===== config.mk =====
export PLATFORM = sky130hd
export DESIGN_NAME = hfw_mapper
export DESIGN_NICKNAME = d
export VERILOG_FILES = /design/src/rtl/hfw_mapper_pkg.sv /design/src/rtl/hfw_page_regs.sv /design/src/rtl/hfw_xlate.sv /design/src/rtl/hfw_rd_ret.sv /design/src/rtl/hfw_mapper.sv
export SDC_FILE = /design/constraint.sdc
export NUM_CORES = 1
export LEC_CHECK = 0
export CORE_MARGIN = 2
export CORE_UTILIZATION = 35
export DETAILED_ROUTE_END_ITERATION = 12
export PLACE_DENSITY_LB_ADDON = 0.25
export SLEW_MARGIN = 20
export SYNTH_ARGS = -nofsm -noshare
export SYNTH_HDL_FRONTEND = slang
export SYNTH_HIERARCHICAL = 1
export SYNTH_SLANG_ARGS = --single-unit
export TNS_END_PERCENT = 100

===== constraint.sdc =====
create_clock -name clk -period 1.6 [get_ports clk]
set_input_delay 0.16 -clock clk [delete_from_list [all_inputs] [get_ports clk]]
set_output_delay 0.16 -clock clk [all_outputs]
set_load 0.005 [all_outputs]

===== src/rtl/hfw_mapper_pkg.sv =====
// Package: hfw_mapper_pkg
// Shared types of the paged mapper. It assumes a 16-bit CPU address
// split into segment bits on top and offset bits below.
package hfw_mapper_pkg;

    // How one CPU access is handled by the translator.
    typedef enum logic [1:0] {
        ACC_NONE   = 2'd0,  // nothing reaches RAM, no read data
        ACC_RAM    = 2'd1,  // passed to physical RAM
        ACC_HIDDEN = 2'd2,  // read of a hidden page, answered with all ones
        ACC_DROP   = 2'd3   // write that is discarded
    } acc_kind_e;

endpackage


===== src/rtl/hfw_page_regs.sv =====
// Module: hfw_page_regs
// Holds one page register per CPU segment. Each register is loaded by an
// I/O write to its own address, IO_BASE + segment index. Only the low
// PAGE_W data bits are stored. Assumes the I/O addresses of the segments
// do not overlap with anything else decoded on this bus.
module hfw_page_regs #(
    parameter int SEGS    = 4,
    parameter int PAGE_W  = 5,
    parameter int IO_BASE = 252
) (
    input  logic                          clk,
    input  logic                          rst_n,
    input  logic                          io_wr,
    input  logic [7:0]                    io_addr,
    input  logic [PAGE_W-1:0]             io_page,
    output logic [SEGS-1:0][PAGE_W-1:0]   pages
);

    for (genvar s = 0; s < SEGS; s++) begin : g_seg
        logic hit;
        assign hit = io_wr && (io_addr == 8'(IO_BASE + s));

        // Load this segment's page number; reset maps segment s to page s.
        always_ff @(posedge clk) begin
            if (!rst_n)
                pages[s] <= PAGE_W'(s);
            else if (hit)
                pages[s] <= io_page;
        end
    end

endmodule


===== src/rtl/hfw_xlate.sv =====
// Module: hfw_xlate
// Combinational translation of one CPU access into a physical RAM access.
// It decides whether the access reaches RAM, is hidden, is dropped or is
// ignored, based on the firmware-source mode. Assumes one access per cycle
// and that the reserved firmware pages number exactly one per segment.
module hfw_xlate
    import hfw_mapper_pkg::*;
#(
    parameter int PAGES  = 32,
    parameter int RSV    = 4,
    parameter int SEGS   = 4,
    parameter int SEG_W  = 2,
    parameter int OFFS_W = 14,
    parameter int PAGE_W = 5
) (
    input  logic                          cpu_req,
    input  logic                          cpu_we,
    input  logic                          cpu_fw,
    input  logic [SEG_W+OFFS_W-1:0]       cpu_addr,
    input  logic                          fw_rom_sel,
    input  logic [SEGS-1:0][PAGE_W-1:0]   pages,
    output acc_kind_e                     kind,
    output logic [PAGE_W+OFFS_W-1:0]      phys_addr
);

    localparam int FW_BASE = PAGES - RSV;

    logic [SEG_W-1:0]  seg;
    logic [PAGE_W-1:0] map_page;
    logic [PAGE_W-1:0] fw_page;
    logic [PAGE_W-1:0] sel_page;
    logic              reserved;
    logic              copy_mode;

    assign seg       = cpu_addr[SEG_W+OFFS_W-1:OFFS_W];
    assign map_page  = pages[seg];
    assign fw_page   = PAGE_W'(FW_BASE) + PAGE_W'(seg);
    assign copy_mode = !fw_rom_sel;
    assign reserved  = copy_mode && (map_page >= PAGE_W'(FW_BASE));
    assign sel_page  = cpu_fw ? fw_page : map_page;
    assign phys_addr = {sel_page, cpu_addr[OFFS_W-1:0]};

    // Classify the access by mode, region and direction.
    always_comb begin
        kind = ACC_NONE;
        if (cpu_req) begin
            if (cpu_fw) begin
                if (copy_mode)
                    kind = cpu_we ? ACC_DROP : ACC_RAM;
                else
                    kind = ACC_NONE;
            end else if (reserved) begin
                kind = cpu_we ? ACC_DROP : ACC_HIDDEN;
            end else begin
                kind = ACC_RAM;
            end
        end
    end

endmodule


===== src/rtl/hfw_rd_ret.sv =====
// Module: hfw_rd_ret
// Read return path. It registers whether a read was issued and whether that
// read was hidden. In the following cycle it presents either the RAM data
// or all ones. Assumes the RAM returns data exactly one cycle after enable.
module hfw_rd_ret #(
    parameter int DATA_W = 8
) (
    input  logic              clk,
    input  logic              rst_n,
    input  logic              rd_ram,
    input  logic              rd_hidden,
    input  logic [DATA_W-1:0] ram_rdata,
    output logic              cpu_rvalid,
    output logic [DATA_W-1:0] cpu_rdata
);

    logic hidden_q;

    // Track the read issued in the previous cycle.
    always_ff @(posedge clk) begin
        if (!rst_n) begin
            cpu_rvalid <= 1'b0;
            hidden_q   <= 1'b0;
        end else begin
            cpu_rvalid <= rd_ram || rd_hidden;
            hidden_q   <= rd_hidden;
        end
    end

    // Choose the returned byte: hidden pages read as all ones.
    always_comb begin
        if (!cpu_rvalid)
            cpu_rdata = '0;
        else if (hidden_q)
            cpu_rdata = '1;
        else
            cpu_rdata = ram_rdata;
    end

endmodule


===== src/rtl/hfw_mapper.sv =====
// Module: hfw_mapper (top)
// Paged RAM mapper with four 16 KB segments. In RAM-copy firmware mode the
// top RSV physical pages are hidden from normal access and serve firmware
// fetches read-only. Assumes a single-cycle CPU request and an external RAM
// with one cycle of read latency. Filling the firmware pages is left to
// software running in ROM mode.
module hfw_mapper
    import hfw_mapper_pkg::*;
#(
    parameter int PAGES   = 32,
    parameter int RSV     = 4,
    parameter int OFFS_W  = 14,
    parameter int IO_BASE = 252,
    parameter int ADDR_W  = 16,
    parameter int DATA_W  = 8,
    localparam int PAGE_W = $clog2(PAGES),
    localparam int PHYS_W = PAGE_W + OFFS_W
) (
    input  logic              clk,
    input  logic              rst_n,
    input  logic              io_wr,
    input  logic [7:0]        io_addr,
    input  logic [7:0]        io_wdata,
    input  logic              fw_rom_sel,
    input  logic              cpu_req,
    input  logic              cpu_we,
    input  logic              cpu_fw,
    input  logic [ADDR_W-1:0] cpu_addr,
    input  logic [DATA_W-1:0] cpu_wdata,
    output logic              cpu_rvalid,
    output logic [DATA_W-1:0] cpu_rdata,
    output logic              ram_en,
    output logic              ram_we,
    output logic [PHYS_W-1:0] ram_addr,
    output logic [DATA_W-1:0] ram_wdata,
    input  logic [DATA_W-1:0] ram_rdata
);

    localparam int SEG_W = ADDR_W - OFFS_W;
    localparam int SEGS  = 1 << SEG_W;

    logic [SEGS-1:0][PAGE_W-1:0] pages;
    acc_kind_e                   kind;
    logic                        unused_io_bits;

    assign unused_io_bits = ^io_wdata;

    hfw_page_regs #(
        .SEGS    (SEGS),
        .PAGE_W  (PAGE_W),
        .IO_BASE (IO_BASE)
    ) u_regs (
        .clk     (clk),
        .rst_n   (rst_n),
        .io_wr   (io_wr),
        .io_addr (io_addr),
        .io_page (io_wdata[PAGE_W-1:0]),
        .pages   (pages)
    );

    hfw_xlate #(
        .PAGES  (PAGES),
        .RSV    (RSV),
        .SEGS   (SEGS),
        .SEG_W  (SEG_W),
        .OFFS_W (OFFS_W),
        .PAGE_W (PAGE_W)
    ) u_xlate (
        .cpu_req    (cpu_req),
        .cpu_we     (cpu_we),
        .cpu_fw     (cpu_fw),
        .cpu_addr   (cpu_addr),
        .fw_rom_sel (fw_rom_sel),
        .pages      (pages),
        .kind       (kind),
        .phys_addr  (ram_addr)
    );

    assign ram_en    = (kind == ACC_RAM);
    assign ram_we    = ram_en && cpu_we;
    assign ram_wdata = cpu_wdata;

    hfw_rd_ret #(
        .DATA_W (DATA_W)
    ) u_ret (
        .clk        (clk),
        .rst_n      (rst_n),
        .rd_ram     (ram_en && !cpu_we),
        .rd_hidden  (kind == ACC_HIDDEN),
        .ram_rdata  (ram_rdata),
        .cpu_rvalid (cpu_rvalid),
        .cpu_rdata  (cpu_rdata)
    );

endmodule


==> reports/qor.yml <==
buffers_added_on_ports: 45
seq_power_share_pct: 44.0
slew-limit-headroom_pct: 81.79
coreArea_um2: 3689
estimated_wirelength_of_the_detail_placed_design_mm: 2.565
firstDrtPassIters: 6
holdCritPathClass: "input pin to output port"
worstSetupPathType: "flop to output port"
syn_area_um2: 1344
timing.critical_path.to: "ram_we"
finalNonFillerCells: 225
final_net_count: 233
cts.hold.buffers_added: 0
synth.yosys.seq_area_share_pct: 32.77
clock-sinks: 22
wl_per_cell_um: 14.68
cp-startpoint: "u_regs/pages[19]$_SDFFE_PN0P_"
pwr-share-clk_pct: 40.4
final_layout_size_suffix_gt1_share_pct: 27.68
grt_remaining_overflow: 0
yosysMostFrequentCell: "buf_4"
power.share.combinational_pct: 15.6
clock-root-buffer: "clkbuf_8"
synth_top_area_share_pct: 32.77
cts_inserted_buffers: 3
area_delta_synth_final_pct: 36.22
yosys_register_bits: 22
design.die.area_um2: 4351
rsz0062_at_grt: "yes"
max-cap-violations: 0
maxSlewViolCount: 0
grt_pass1_wl_mm: 5.375
clock_tree_from_tritoncts: "yes"
die_x_um: 65.96
vdd_drop_max_v: 0.0003131
grt_start_max_net_pins: 30
postSynth.asyncResetShare_pct: 0
timing.final.setup_violations: 3
post-place-cells: 218
startpoint_kind_of_the_worst_setup_timing_path: "flop"
critical_path_rt_ns: 1.44
max_clock_freq_mhz: 531.2
insertedDiodeCount: 0
r2r-start: "u_regs/pages[19]$_SDFFE_PN0P_"
timing.reg2reg.setup_slack_ns: -0.05
number_of_flops_mapped_to_enable_cells_by_yosys: 0
final_hold_viol_count: 0
syn-num-nets: 200
r2r_end: "u_ret/cpu_rvalid$_SDFF_PN0_"
cts_max_level: 1
die-height_um: 65.96
final.min_clock_period_ns: 1.883
path_max_fanout: 2
detail_route.iter0.violations: 33
violations: "negative setup slack"
synth_top_cells_by_area: "dfxtp_1 33%, mux2i_1 16%, buf_4 13%"
worst_pin_slew_ns: 0.2713
route.final.wire_length_mm: 3.304
cts_max_path_buffers: 2
yosysWarningCount: 6
clk_pin_slew_ns: 0.08
drt-vias-per-instance: 4.996
intPower_mw: 1.007
detail_route.drc_violations: 0
yosys-top-cells-count: "23 x buf_4, 22 x dfxtp_1, 22 x mux2i_1, 22 x nand2_1, 9 x o21a_1"
power.leakage_nw: 0.7517
finClkSkew_ns: 0.001394
place_congestion: 0.7817
routed-via-count: 1124
min_period_over_period_pct: 117.7
initial_antenna_violation_count: 0
mean_instance_size_in_the_synthesized_netlist_um2: 9.268
via_count_of_the_first_global_routing_pass: 1161
syn_inst: 145
worstRegToRegCells: 7
initial_utilization_pct: 36.43
synth_flop_cell: "dfxtp_1"
grt.total_usage_pct: 15.93
num_rows: 22
final_util_pct: 49.63
timing.critical_path.arrival_ns: 1.72
netSwitchingPower_mw: 0.2489
status: "complete, but fails checks"
antenna_nets_post_route: 0
netlist.top_cell.by_area: "dfxtp_1"
power-per-cell-area_nw_per_um2: 686.3
crit_path_end_kind: "output port"
clock_latency_ns: 0.26
ios: 93
power_switching_share_pct: 19.81
worst_slack_ns: -0.2825
yosysUniqueCellTypes: 28
## through the flow
stage               setup WS, ns  setup TNS [ns]  cell area (µm²)  hold slack [ns]  power (mW)
finish                   -0.2825         -0.5362             1831           0.3200       1.256
global route             -0.3907         -0.9546             1831           0.3200       1.313
CTS                      -0.2865         -0.5868             1823           0.3200       1.266
detailed placement       -0.9362          -5.951             1738           0.3200      0.7630
global placement         -0.8887          -5.458             1738           0.3200      0.7593
floorplan                 0.1389               0             1344           0.2776      0.6721
## metal layers
layer / vias to the layer above / routed length (µm) / GRT usage (%)
met5: - / 0 / 0
met3: 16 / 248 / 4.770
met1: 523 / 1293 / 16.63
li1: 540 / - / -
met4: 0 / 64 / 5.102
met2: 45 / 1697 / 30.18
## cells in the final DEF, fill, tap and decap left out, types with 2 or more instances in the layout
master / count
and4_1: 2
dlygate4sd2_1: 2
buf_2: 4
mux2i_1: 22
clkdlybuf4s50_1: 36
mux4_2: 3
o21a_1: 9
o21ai_1: 3
nand2_1: 22
nand4_1: 3
or2_1: 3
dfxtp_2: 13
nor2b_1: 7
mux2_2: 2
clkbuf_8: 3
buf_4: 13
dfxtp_1: 9
## power by group through the flow
stage | clock network (mW) | logic, mW | registers, mW
after CTS | 0.518 | 0.196 | 0.553
after global placement | 0 | 0.194 | 0.565
after global routing | 0.547 | 0.213 | 0.553
after floorplan | 0 | 0.109 | 0.563
final | 0.508 | 0.196 | 0.553
after detailed placement | 0 | 0.197 | 0.566
## cell type report
class / instances / area, µm²
repair buffers: 60 / 550.5
clock inverters: 1 / 30.03
inverters: 2 / 7.507
well taps: 48 / 60.06
multi-input cells: 89 / 684.4
flip-flops and latches: 22 / 456.7
fillers: 367 / 1858
clock buffers: 3 / 41.29
## registers in the layout, indices dropped and copies added (netlist names)
name              flops
u_regs/pages         20
u_ret/cpu_rvalid      1
u_ret/hidden_q        1
## cells by family (layout without fill, tap and decap cells)
kind of cell,count (synthesis),after routing,share of synthesized area [%]
and+or+nand+nor,47,47,19.27
AOI/OAI and AO/OA,15,15,8.006
muxes,27,27,23.09
DFF,22,22,32.77
buffers and inverters,34,66,16.85
## worst min-delay path by stage
| stage | cells past startpoint | slack [ns] | end | from |
|---|---|---|---|---|
| after floorplan | 1 | 0.28 | u_ret/cpu_rvalid$_SDFF_PN0_ | rst_n |
| after global placement | 0 | 0.32 | ram_addr[7] | cpu_addr[7] |
| after detailed placement | 0 | 0.32 | ram_addr[7] | cpu_addr[7] |
| after CTS | 0 | 0.32 | ram_addr[7] | cpu_addr[7] |
| after global routing | 0 | 0.32 | ram_addr[3] | cpu_addr[3] |
| final | 0 | 0.32 | ram_addr[13] | cpu_addr[13] |
## critical path, cell delays in order (launching register included)
cell     delay, ns
dfxtp_2       0.32
mux4_2        0.46
nand4_1       0.15
o211a_1       0.19
buf_6         0.10
and3b_1       0.14
buf_2         0.10
## timing repair
item	in CTS	in global routing
setup buffers	3	1
pin swaps	5	5
endpoints found under the setup margin	10	8
gates resized for setup	39	10
Power figures use the tool's default switching activity.
